`config.mk`:
```
export PLATFORM = sky130hd
export DESIGN_NAME = cfg_cpl_handler
export DESIGN_NICKNAME = d
export VERILOG_FILES = /design/src/rtl/cfg_cpl_pkg.sv /design/src/rtl/cfg_lane_align.sv /design/src/rtl/cfg_cpl_decode.sv /design/src/rtl/cfg_cpl_timer.sv /design/src/rtl/cfg_cpl_handler.sv
export SDC_FILE = /design/constraint.sdc
export NUM_CORES = 1
export LEC_CHECK = 0
export ABC_AREA = 1
export BUFFER_PORTS_ARGS = -buffer_cell sky130_fd_sc_hd__buf_2
export CORE_ASPECT_RATIO = 1.5
export CORE_MARGIN = 5
export CORE_UTILIZATION = 50
export CTS_CLUSTER_SIZE = 30
export DETAILED_ROUTE_END_ITERATION = 7
export PLACE_DENSITY = 0.76
export SLEW_MARGIN = 25
export SYNTH_ARGS = -nofsm -noshare
export SYNTH_HDL_FRONTEND = slang
export SYNTH_SLANG_ARGS = --single-unit
```
`constraint.sdc`:
```
create_clock -name clk -period 2.05 [get_ports clk]
set_input_delay 0.1025 -clock clk [delete_from_list [all_inputs] [get_ports clk]]
set_output_delay 0.1025 -clock clk [all_outputs]
set_load 0.02 [all_outputs]
```
`src/rtl/cfg_cpl_pkg.sv`:
```
package cfg_cpl_pkg;
  typedef enum logic [1:0] {RSN_OK = 2'd0, RSN_UR = 2'd1, RSN_CA = 2'd2, RSN_OTHER = 2'd3} reason_t;
  typedef enum logic [1:0] {ACT_DATA, ACT_FAB, ACT_FAIL, ACT_RETRY} act_t;
  typedef enum logic [1:0] {ST_IDLE, ST_WAIT, ST_STALE} state_t;
  localparam logic [2:0]  CODE_SC   = 3'b000;
  localparam logic [2:0]  CODE_UR   = 3'b001;
  localparam logic [2:0]  CODE_RTY  = 3'b010;
  localparam logic [2:0]  CODE_CA   = 3'b100;
  localparam logic [31:0] ALL_ONES  = 32'hFFFF_FFFF;
  localparam logic [31:0] VID_RETRY = 32'hFFFF_0001;
endpackage

```
`src/rtl/cfg_lane_align.sv`:
```
module cfg_lane_align (
  input  logic [31:0] din,
  input  logic [1:0]  lo,
  input  logic [1:0]  sz,
  output logic [31:0] dout,
  output logic [3:0]  be
);
  logic [15:0] win;

  always_comb begin
    case (lo)
      2'd0:    win = din[15:0];
      2'd1:    win = din[23:8];
      2'd2:    win = din[31:16];
      default: win = {8'h00, din[31:24]};
    endcase
  end

  always_comb begin
    case (sz)
      2'b00: begin
        dout = {24'h0, win[7:0]};
        be   = 4'b0001 << lo;
      end
      2'b01: begin
        dout = {16'h0, win};
        be   = 4'b0011 << lo;
      end
      default: begin
        dout = din;
        be   = 4'b1111;
      end
    endcase
  end
endmodule

```
`src/rtl/cfg_cpl_decode.sv`:
```
module cfg_cpl_decode
  import cfg_cpl_pkg::*;
(
  input  logic        [2:0]  code,
  input  logic               err,
  input  logic               is_write,
  input  logic               vis_en,
  input  logic               vid_cover,
  output act_t               act,
  output reason_t            rsn,
  output logic        [31:0] fab
);
  always_comb begin
    act = ACT_FAIL;
    rsn = RSN_OTHER;
    fab = ALL_ONES;
    case (code)
      CODE_SC: begin
        if (!err) begin
          act = ACT_DATA;
          rsn = RSN_OK;
        end
      end
      CODE_UR: begin
        rsn = RSN_UR;
        if (!is_write) act = ACT_FAB;
      end
      CODE_RTY: begin
        if (!is_write && vis_en && vid_cover) begin
          act = ACT_FAB;
          rsn = RSN_OK;
          fab = VID_RETRY;
        end else begin
          act = ACT_RETRY;
        end
      end
      CODE_CA: rsn = RSN_CA;
      default: ;
    endcase
  end
endmodule

```
`src/rtl/cfg_cpl_timer.sv`:
```
module cfg_cpl_timer #(
  parameter int TM_W = 16
) (
  input  logic            clk,
  input  logic            rst,
  input  logic            clr,
  input  logic            en,
  input  logic [TM_W-1:0] limit,
  output logic            expire
);
  logic [TM_W-1:0] cnt;

  always_ff @(posedge clk) begin
    if (rst || clr)              cnt <= '0;
    else if (en && cnt != limit) cnt <= cnt + 1'b1;
  end

  assign expire = en && (cnt == limit);
endmodule

```
`src/rtl/cfg_cpl_handler.sv`:
```
module cfg_cpl_handler
  import cfg_cpl_pkg::*;
#(
  parameter int DW_W = 10,
  parameter int RC_W = 4,
  parameter int TM_W = 16
) (
  input  logic            clk,
  input  logic            rst,
  input  logic            req_valid,
  input  logic            req_write,
  input  logic [DW_W-1:0] req_dw,
  input  logic [1:0]      req_lo,
  input  logic [1:0]      req_sz,
  input  logic            crs_vis_en,
  input  logic [RC_W-1:0] retry_max,
  input  logic [TM_W-1:0] tmo_cycles,
  output logic            lnk_launch,
  output logic            lnk_write,
  output logic [DW_W-1:0] lnk_dw,
  output logic [3:0]      lnk_be,
  input  logic            cpl_valid,
  input  logic [2:0]      cpl_code,
  input  logic            cpl_err,
  input  logic [31:0]     cpl_data,
  output logic            done,
  output logic            pass,
  output logic [1:0]      reason,
  output logic [31:0]     rdata
);
  state_t          st, nx_st;
  logic [1:0]      r_lo, r_sz;
  logic [RC_W-1:0] rcnt;
  act_t            act;
  reason_t         rsn, nx_rsn;
  logic [31:0]     fab, lane_in, aligned, nx_data;
  logic            nx_done, nx_pass, retry_go, go, expire;
  logic            vid_cover, vid_r, vid_q;
  logic            in_idle, in_wait, in_stale;

  assign in_idle  = (st == ST_IDLE);
  assign in_wait  = (st == ST_WAIT);
  assign in_stale = (st == ST_STALE);

  assign vid_r     = !lnk_write && (lnk_dw == '0) && (r_lo == 2'd0);
  assign vid_q     = !req_write && (req_dw == '0) && (req_lo == 2'd0);
  assign vid_cover = vid_r && (r_sz != 2'b00);

  cfg_cpl_decode u_dec (
    .code(cpl_code), .err(cpl_err), .is_write(lnk_write), .vis_en(crs_vis_en),
    .vid_cover(vid_cover), .act(act), .rsn(rsn), .fab(fab)
  );

  assign lane_in = (act == ACT_FAB) ? fab : cpl_data;

  cfg_lane_align u_lane (
    .din(lane_in), .lo(r_lo), .sz(r_sz), .dout(aligned), .be(lnk_be)
  );

  cfg_cpl_timer #(.TM_W(TM_W)) u_tmr (
    .clk(clk), .rst(rst), .clr(go), .en(in_wait), .limit(tmo_cycles), .expire(expire)
  );

  always_comb begin
    nx_st    = st;
    nx_done  = 1'b0;
    nx_pass  = 1'b0;
    nx_rsn   = RSN_OTHER;
    nx_data  = ALL_ONES;
    retry_go = 1'b0;
    case (st)
      ST_IDLE: if (req_valid) nx_st = ST_WAIT;
      ST_WAIT: begin
        if (cpl_valid) begin
          case (act)
            ACT_DATA, ACT_FAB: begin
              nx_done = 1'b1;
              nx_pass = 1'b1;
              nx_rsn  = rsn;
              nx_data = lnk_write ? ALL_ONES : aligned;
              nx_st   = ST_IDLE;
            end
            ACT_FAIL: begin
              nx_done = 1'b1;
              nx_rsn  = rsn;
              nx_st   = ST_IDLE;
            end
            default: begin
              if (rcnt == retry_max) begin
                nx_done = 1'b1;
                nx_st   = ST_IDLE;
              end else begin
                retry_go = 1'b1;
              end
            end
          endcase
        end else if (expire) begin
          nx_done = 1'b1;
          nx_pass = vid_r;
          nx_data = vid_r ? VID_RETRY : ALL_ONES;
          nx_st   = ST_STALE;
        end
      end
      ST_STALE: begin
        if (req_valid) begin
          nx_done = 1'b1;
          nx_pass = vid_q;
          nx_data = vid_q ? VID_RETRY : ALL_ONES;
        end
        if (cpl_valid) nx_st = ST_IDLE;
      end
      default: nx_st = ST_IDLE;
    endcase
  end

  assign go = (in_idle && req_valid) || retry_go;

  always_ff @(posedge clk) begin
    if (rst) begin
      st         <= ST_IDLE;
      lnk_launch <= 1'b0;
      lnk_write  <= 1'b0;
      lnk_dw     <= '0;
      r_lo       <= 2'd0;
      r_sz       <= 2'd0;
      rcnt       <= '0;
      done       <= 1'b0;
      pass       <= 1'b0;
      reason     <= RSN_OK;
      rdata      <= '0;
    end else begin
      st         <= nx_st;
      lnk_launch <= go;
      done       <= nx_done;
      if (in_idle && req_valid) begin
        lnk_write <= req_write;
        lnk_dw    <= req_dw;
        r_lo      <= req_lo;
        r_sz      <= req_sz;
        rcnt      <= '0;
      end else if (retry_go) begin
        rcnt <= rcnt + 1'b1;
      end
      if (nx_done) begin
        pass   <= nx_pass;
        reason <= nx_rsn;
        rdata  <= nx_data;
      end
    end
  end
endmodule

```
* Word level (Yosys, flattened, before mapping)
Index checks and enable logic that the tools add are counted.
** Operators by class
- Reduce and logical (&&, ||, !) cells :: 27
- Eq/ne operators :: 17
- Shift-type cells :: 2
- Mux-type cells :: 46
- Add/sub/neg operators :: 2
** Operator list (count)
- $mux 32 :: 5
- $pmux 32 s2 :: 2
- $mux 16 :: 5
- $pmux 16 s3 :: 1
- $mux 2 :: 14
- $logic_not 10->1 :: 2
- $add 16x1->16 const B :: 1
- $eq 16x16->1 :: 1
- $ne 16x16->1 :: 1
- $mux 1 :: 13
- $pmux 2 s3 :: 2
- $logic_and 1x1->1 :: 10
- $logic_not 2->1 :: 5
- $eq 2x1->1 const B :: 4
- $pmux 2 s4 :: 1
- $pmux 4 s2 :: 1
- $eq 2x2->1 const B :: 3
- $add 4x1->4 const B :: 1
- $eq 4x4->1 :: 1
- $ne 2x2->1 const B :: 2
- $ne 4x4->1 const B :: 1
- $pmux 1 s2 :: 2
- $reduce_and 4->1 :: 1
- $reduce_or 2->1 :: 2
- other kinds (11) :: 13
** Word-level totals
- Input bits :: 76
- Register bits after elaboration :: 74
- Output and inout port bits :: 52

* Depth between registers and ports, before layout
Gate-level depths: netlist of the first run.
- Word-level depth :: 15
- Depth in mapped cells :: 15
- Depth with buffers taken out :: 14

* Cells and area by module
From an unflattened synthesis of the first run, not the netlist that was laid out.
** Second synthesis, totals
- Cell total of the unflattened synthesis :: 1025
- Area, all modules :: 5915.7 µm²
** Modules (own cells, without submodules)
- cfg_cpl_handler :: cells an instance 558, area an instance 3559.7 µm², times used 1, seq. area each 1161.1 µm²
- cfg_cpl_timer :: cells an instance 226, area an instance 1214.9 µm², times used 1, seq. area each 320.3 µm²
- cfg_lane_align :: cells an instance 187, area an instance 795.8 µm², times used 1, seq. area each 0.0 µm²
- cfg_cpl_decode :: cells an instance 54, area an instance 345.3 µm², times used 1, seq. area each 0.0 µm²

* Worst setup path after synthesis of the first run
OpenSTA, ideal clock, no wires.
- Kind :: register to register
- Start point :: reg u_tmr.cnt[7]
- End point :: reg rdata[24]
- Path buffers :: 2
- Required time :: 1.930 ns
- Slack :: 0.313 ns
- Period minus slack after synthesis :: 1.737 ns
- Cell stages (with the launch flop) :: 14
- Arrival time :: 1.617 ns
- Path through :: dfxtp_1 -> buf_6 -> xor2_1 -> nor2_1 -> nand2_1 -> nor2_2 -> nand2_1 -> o21ai_1 -> nand2_1 -> nand2_2 -> nand2_4 -> nor2_8 -> buf_12 -> a21oi_2
** Between the ends
- Longest elaborated chain between the ends :: 5
** Ends and longest elaborated chain
- start: declaration :: line cfg_cpl_timer.sv:11 : logic [TM_W-1:0] cnt;
- start signal: assignment :: line cfg_cpl_timer.sv:15 : else if (en && cnt != limit) cnt <= cnt + 1'b1;
- $eq 16x16->1 :: line cfg_cpl_timer.sv:18 : assign expire = en && (cnt == limit);
- $logic_and 1x1->1 :: line cfg_cpl_timer.sv:18
- $mux 1 :: line cfg_cpl_handler.sv:97 : end else if (expire) begin
- $mux 1 :: line cfg_cpl_handler.sv:74 : if (cpl_valid) begin
- $pmux 1 s2 :: line cfg_cpl_handler.sv:71 : case (st)
- end signal: assignment :: line cfg_cpl_handler.sv:147 : rdata <= nx_data;
- end: declaration :: line cfg_cpl_handler.sv:29 : output logic [31:0] rdata
No other way between the ends.
A chain may end at the register's enable or synchronous reset.

* Worst setup path in the final report of the first run
- Start point :: reg lnk_dw[9]
- End point :: reg u_tmr.cnt[10]
** Between the ends
- Longest elaborated chain between the ends :: 14
** Ends and longest elaborated chain
- start: declaration :: line cfg_cpl_handler.sv:20 : output logic [DW_W-1:0] lnk_dw,
- start signal: assignment :: line cfg_cpl_handler.sv:137 : lnk_dw <= req_dw;
- $logic_not 10->1 * :: line cfg_cpl_handler.sv:45 : assign vid_r = !lnk_write && (lnk_dw == '0) && (r_lo == 2'd0);
- $logic_and 1x1->1 * (2 in a row) :: line cfg_cpl_handler.sv:45
- $logic_and 1x1->1 * :: line cfg_cpl_handler.sv:47 : assign vid_cover = vid_r && (r_sz != 2'b00);
- $logic_and 1x1->1 * :: line cfg_cpl_decode.sv:29 : if (!is_write && vis_en && vid_cover) begin
- $mux 2 * :: line cfg_cpl_decode.sv:29
- $pmux 2 s3 * :: line cfg_cpl_decode.sv:17 : case (code)
- $eq 2x1->1 (tied with other cells) :: line cfg_cpl_handler.sv:75 : case (act)
- $reduce_or 3->1 (no source line) *
- $mux 1 * :: line cfg_cpl_handler.sv:75
- $mux 1 * :: line cfg_cpl_handler.sv:74
- $mux 1 * :: line cfg_cpl_handler.sv:71
- $logic_or 1x1->1 * :: line cfg_cpl_handler.sv:116 : assign go = (in_idle && req_valid) || retry_go;
- $logic_or 1x1->1 * :: line cfg_cpl_timer.sv:14 : if (rst || clr) cnt <= '0;
Every way passes the cells marked *; elsewhere a longest branch is shown, timed or not.

==> flow_summary.toml, run 1 <==
[floorplanning]
fp-row-count = 44
die_h_um = 130
die_area_um2 = 11700
coreArea_um2 = 9580
io_pins = 128
initial_core_util = 0.503
die_w_um = 90.2

[hold_path]
worstHoldStart = "req_dw[6]"
min_to = "lnk_dw[6]"
holdPathStages = 3
hp-class = "input port to flop"

[sta]
worst_pin_slew_ps = 583
finalSetupViolCount = 0
slew_headroom = 0.610
layout_setup_ws_ps = 133
finalClockSkew_ps = 6.38
rsz0062_at_grt = "yes"
drv_slew = 0
finalHoldViolCount = 0
holdWs_ps = 43.6
fin_crit_ps = 1920
fmax_mhz = 522
finalCritPeriodShare = 0.935

[drt]
dr.pass1.iters = 6
wirelength_um = 13500
vias = 5179
avgViaCountPerCell = 5.00
initialDrtViolationCount = 257
wire_per_inst_um = 13.0
postRouteAntennaNets = 0
drc = 0

[run_status]
status = "complete, no violations"

[grt]
antenna_found_initial = 0
overflow = 0
grtUsageTotal = 0.227
grt_pass1_wl_um = 21900
grt_start_max_net_pins = 42
grt_pass1_vias = 4958

[synth]
yosysTopAreaCell = "dfxtp_1"
async_reset_ff_frac = 0
synth_fp_nets = 859
ys_top_cells_by_area = "dfxtp_1 (31%), nand2_1 (18%), inv_1 (8.6%), nor2_1 (5.8%), a21oi_1 (5.1%)"
synth-seq-area-share = 0.307
syn_inst = 778
ys_top_cells_by_count = "nand2_1 (237), inv_1 (111), dfxtp_1 (74), nor2_1 (74), a21oi_1 (49)"
synth_cell_types = 35
synth_seq_cells = 74
yosys_warnings = 0
synth_top_area_share = 0.307
syn-mean-instance-area_um2 = 6.19
synth-edff-count = 0
synthFlopType = "dfxtp_1"
yosysMostFrequentCell = "nand2_1"
netlist_area_um2 = 4820

[layout]
utilization = 0.630
final_cells = 1035
syn_to_final_growth_pct = 25.2
fin_nets = 996
drive_gt1_frac = 0.252
n_antenna_cell = 0

[power_and_ir_drop]
ir_drop_mv = 0.620
p_switching_mw = 2.83
power.density_nw_per_um2 = 1130
p_int_mw = 3.95
pwr-share-seq = 0.282
p_sw_frac = 0.418
p_clk_frac = 0.256
power.leakage_nw = 3.12
comb_power_share = 0.463

[clock_tree]
htree_levels = 3
cts_buffer_depth = 2
insertion_delay_ps = 340
cts_num_sinks = 74
ctsRootBufferMaster = "clkbuf_16"
numCtsBuffers = 9
cts_tree = "done"
cts.clk_slew.worst_paths_ps = 60

[critical_path]
worstPathArrival_ps = 2170
r2r_start = "lnk_dw[9]"
start_kind = "flop"
crit_chain = "nor2_1, nand2_1, nor2_1, nand3_1, nand2_2, buf_4, inv_2, nand3_1, inv_2, nor2_4, inv_4, nor3_1"
crit_fanout = 11
path_class = "flop to flop"
critPathSlowestCell = "dfxtp_1"
slowest_delay_ps = 340
end_kind = "flop"
r2r-end = "u_tmr.cnt[10]"
path_buf_inv = 4
reg2reg_depth = 12
r2r_slack_ps = 130
required_ps = 2310
crit_family = "simple AND/OR/NAND/NOR gates"

[placed_design]
post-place-ws_ps = 130
place_inst = 1010
gp_congestion = 0.928
hpwl_um = 10300
numPortBuffers = 127

[run]
cap_violations = 0
==> logic make-up after synthesis <==
family	after synthesis	share of synthesized area
compound gates	135	0.162
xor+xnor	25	0.0454
buf+inv	159	0.140
flops	74	0.307
fa+ha+maj	5	0.0130
simple gates	380	0.332
==> worst reg2reg max path: stages, from the launching register on <==
cell	delay, ps
dfxtp_1	340
nor2_1	140
nand2_1	70
nor2_1	120
nand3_1	100
nand2_2	130
buf_4	130
inv_2	30
nand3_1	170
inv_2	100
nor2_4	200
inv_4	110
nor3_1	200
==> placed cells by master, fill, tap and decap left out, drive strengths merged <==
cell / count
a21oi: 76
a31oi: 2
and3: 1
and3b: 1
buf: 154
bufinv: 2
clkbuf: 12
clkinv: 3
dfxtp: 74
dlygate4sd3: 1
ha: 5
inv: 129
nand2: 240
nand3: 38
nand4: 8
nor2: 80
nor3: 6
nor3b: 1
nor4: 4
o21ai: 56
o31ai: 1
or2: 1
xnor2: 9
xor2: 16
==> state kept, by name, indices dropped and copies added (netlist names) <==
register	cells
pass	1
r_sz	2
rdata	32
reason	2
lnk_launch	1
done	1
lnk_write	1
u_tmr.cnt	16
st	2
rcnt	4
r_lo	2
lnk_dw	10
==> power by group through the flow <==
stage	clock network, mW	registers [mW]	logic [mW]
after global placement	0	1.93	3.02
after global routing	1.82	1.95	3.51
after detailed placement	0	1.94	3.04
after floorplan	0	2.22	1.87
final	1.74	1.91	3.14
after CTS	1.76	1.91	3.06
==> worst max-delay path by stage <==
stage                               end          from  slack, ps  cells after the start
final                     u_tmr.cnt[10]     lnk_dw[9]        130                     12
after global routing          rdata[10]     lnk_write        -60                     14
after CTS                      rdata[7]  u_tmr.cnt[0]        100                     11
after detailed placement       rdata[7]  u_tmr.cnt[0]        130                     11
after global placement        rdata[31]  u_tmr.cnt[0]        170                     11
after floorplan               rdata[24]  u_tmr.cnt[7]        310                     13
==> area by class of cell <==
cell class	instances	area, um^2
Multi-Input combinational cell	545	2680
Clock buffer	12	256
Sequential cell	74	1480
Clock inverter	4	73.8
Fill cell	984	3550
Inverter	130	490
Tap cell	115	144
Timing Repair Buffer	155	902
==> per-layer routing <==
layer	vias to the layer above	GRT usage	wire [um]
met5	-	0	0
met4	0	0.130	528
met3	39	0.0565	924
met2	173	0.397	6870
met1	2286	0.249	5150
li1	2681	-	-
==> through the flow <==
step	total power [mW]	TNS (ps)	cell area, um^2
2_1_floorplan	4.09	0	4820
3_3_place_gp	4.95	0	5580
3_5_place_dp	4.98	0	5580
4_1_cts	6.72	0	5920
5_1_grt	7.28	-113	6030
6_report	6.79	0	6030
==> repair_timing <==
action | 4_1_cts | 5_1_grt
resized for setup | 0 | 8
hold buffers | 1 | 0
endpoints found under the setup margin | 0 | 33
hold endpoints to repair | 3 | 0
setup buffers | 0 | 8
(Power assumes the default switching activity.)
==> run 2, diff against run 1 <==
--- a/config.mk
+++ b/config.mk
@@ -8,11 +8,10 @@
 export ABC_AREA = 1
 export BUFFER_PORTS_ARGS = -buffer_cell sky130_fd_sc_hd__buf_2
 export CORE_ASPECT_RATIO = 1.5
-export CORE_MARGIN = 5
 export CORE_UTILIZATION = 50
 export CTS_CLUSTER_SIZE = 30
 export DETAILED_ROUTE_END_ITERATION = 7
-export PLACE_DENSITY = 0.76
+export PLACE_DENSITY = 0.87
 export SLEW_MARGIN = 25
 export SYNTH_ARGS = -nofsm -noshare
 export SYNTH_HDL_FRONTEND = slang
==> run 2 against run 1 <==
  * Worst hold slack got worse by 16 ps
  * Fmax increased by 0.70%
  * Sequential power about the same
  * Sequential cell count unchanged
  * Clock skew about the same
  * Clock power increased by 4%
  * Global-route usage increased by 4.4 points
  * Via count increased by 3.3%
==> flow_summary.toml, run 2 (synthesis gave the netlist of run 1 again) <==
[sta]
fin_crit_ps = 1900
finalClockSkew_ps = 6.34
drv_slew = 0
timing.setup.tns_ps = 0
fmax_mhz = 525
finalCritPeriodShare = 0.929
finalSetupViolCount = 0
worst_pin_slew_ps = 520
finalHoldViolCount = 0
slew_headroom = 0.652
holdWs_ps = 27.3

[critical_path]
crit_fanout = 41
cpMostUsedCell = "nand2_1"
end_kind = "flop"
crit_chain = "nor2_1, nand2_1, nor2_2, nand3_1, nand2_2, nand3_2, buf_12, nand2_1, nand2_1, nand3_1, nand2_1, nand2_1, nand2_1, a21oi_2"
crit_family = "simple AND/OR/NAND/NOR gates"
path_class = "flop to flop"
start_kind = "flop"
required_ps = 2330
critPathSlowestCell = "dfxtp_1"
worstPathArrival_ps = 2180
slowest_delay_ps = 320
path_buf_inv = 1

[layout]
syn_to_final_growth_pct = 24.5
fin_nets = 991
drive_gt1_frac = 0.253
top_register = "rdata"
final_common_cell = "nand2_1"
n_antenna_cell = 0
fill_cells = 855
largestRegisters = "rdata: 32 flops, u_tmr.cnt: 16 flops, lnk_dw: 10 flops"
largest_reg_flops = 32
layout_common_cells = "nand2_1 (231), buf_2 (127), inv_1 (111)"

[placed_design]
numPortBuffers = 127
hpwl_um = 9680
gp_congestion = 0.982

[power_and_ir_drop]
power.leakage_nw = 3.08
fin_total_pwr_mw = 6.88
power.density_nw_per_um2 = 1150
ir_drop_mv = 0.644

[run]
cap_violations = 0

[drt]
initialDrtViolationCount = 457
postRouteAntennaNets = 0
dr.pass1.iters = 7
wire_per_inst_um = 13.0
vias = 5351
drc = 0
wirelength_um = 13400
avgViaCountPerCell = 5.22

[grt]
overflow = 0
antenna_found_initial = 0
grt_pass1_wl_um = 20700
grtUsageTotal = 0.271
grt_pass1_vias = 4872
grt_start_max_net_pins = 42

[floorplanning]
die_w_um = 82.2
die_area_um2 = 10000
die_h_um = 122
io_pins = 128
initial_core_util = 0.518
fp-row-count = 43
coreArea_um2 = 9310

[clock_tree]
insertion_delay_ps = 340
numCtsBuffers = 9
cts_buffer_depth = 2
cts.clk_slew.worst_paths_ps = 60
cts_tree = "done"
cts_num_sinks = 74
htree_levels = 3
ctsRootBufferMaster = "clkbuf_16"

[hold_path]
hp-class = "input port to flop"

[run_status]
status = "complete, no violations"
run 2: cell count changes in the layout (fill, tap and decap cells not counted), moves of 2 or more:
| cell | change |
|---|---|
| clkbuf_8 | -2 |
| nand2_2 | +5 |
| buf_4 | -5 |
| nand2_1 | -5 |
run 2: final cells by class:
type	instances	area, um^2	area share
clock buffers	10	229	0.0381
flip-flops and latches	74	1480	0.247
multi-input cells	545	2700	0.450
clock inverters	5	104	0.0173
well taps	112	140	0.0233
inverters	130	488	0.0813
repair buffers	150	856	0.143
run 2: per-stage QoR:
| stage | area (um^2) | utilization | setup WS (ps) | cells |
|---|---|---|---|---|
| 2_1_floorplan | 4820 | - | 313 | 778 |
| 3_3_place_gp | 5550 | 0.596 | 129 | 1005 |
| 3_5_place_dp | 5550 | 0.596 | 97.4 | 1005 |
| 4_1_cts | 5890 | 0.633 | 78.9 | 1021 |
| 5_1_grt | 6000 | 0.645 | -47.8 | 1026 |
| 6_report | 6000 | 0.645 | 146 | 1026 |
run 2: what timing repair did:
action	CTS	global route
endpoints found under the hold margin	3	0
buffers inserted	0	5
hold buffers	1	0
setup endpoints to repair	0	34
gates resized for setup	0	14
run 2: path summary, 6_finish.rpt:
path,cells after the start,end,start,slack (ps)
max,14,rdata[3],lnk_dw[0],150
min,3,lnk_dw[6],req_dw[6],30
max reg2reg,14,rdata[3],lnk_dw[0],150
min reg2reg,2,lnk_dw[8],lnk_dw[8],490
run 2: where the power goes:
group	leakage, nW	internal [mW]	switching (mW)
registers	0.602	1.74	0.191
clock network	0.163	1.18	0.627
logic	2.31	1.06	2.08
run 2: layer usage:
metal | wire [um] | vias to the layer above | track usage
li1 | - | 2672 | -
met1 | 4920 | 2324 | 0.288
met2 | 6750 | 284 | 0.470
met3 | 1020 | 71 | 0.0595
met4 | 698 | 0 | 0.174
met5 | 0 | - | 0
run 2: worst reg2reg max path, cell delays in order, from the launching register on:
cell     delay [ps]
dfxtp_1         320
nor2_1          120
nand2_1          90
nor2_2          140
nand3_1         100
nand2_2         130
nand3_2         100
buf_12          190
nand2_1         140
nand2_1          80
nand3_1         100
nand2_1          50
nand2_1          80
nand2_1          70
a21oi_2         130
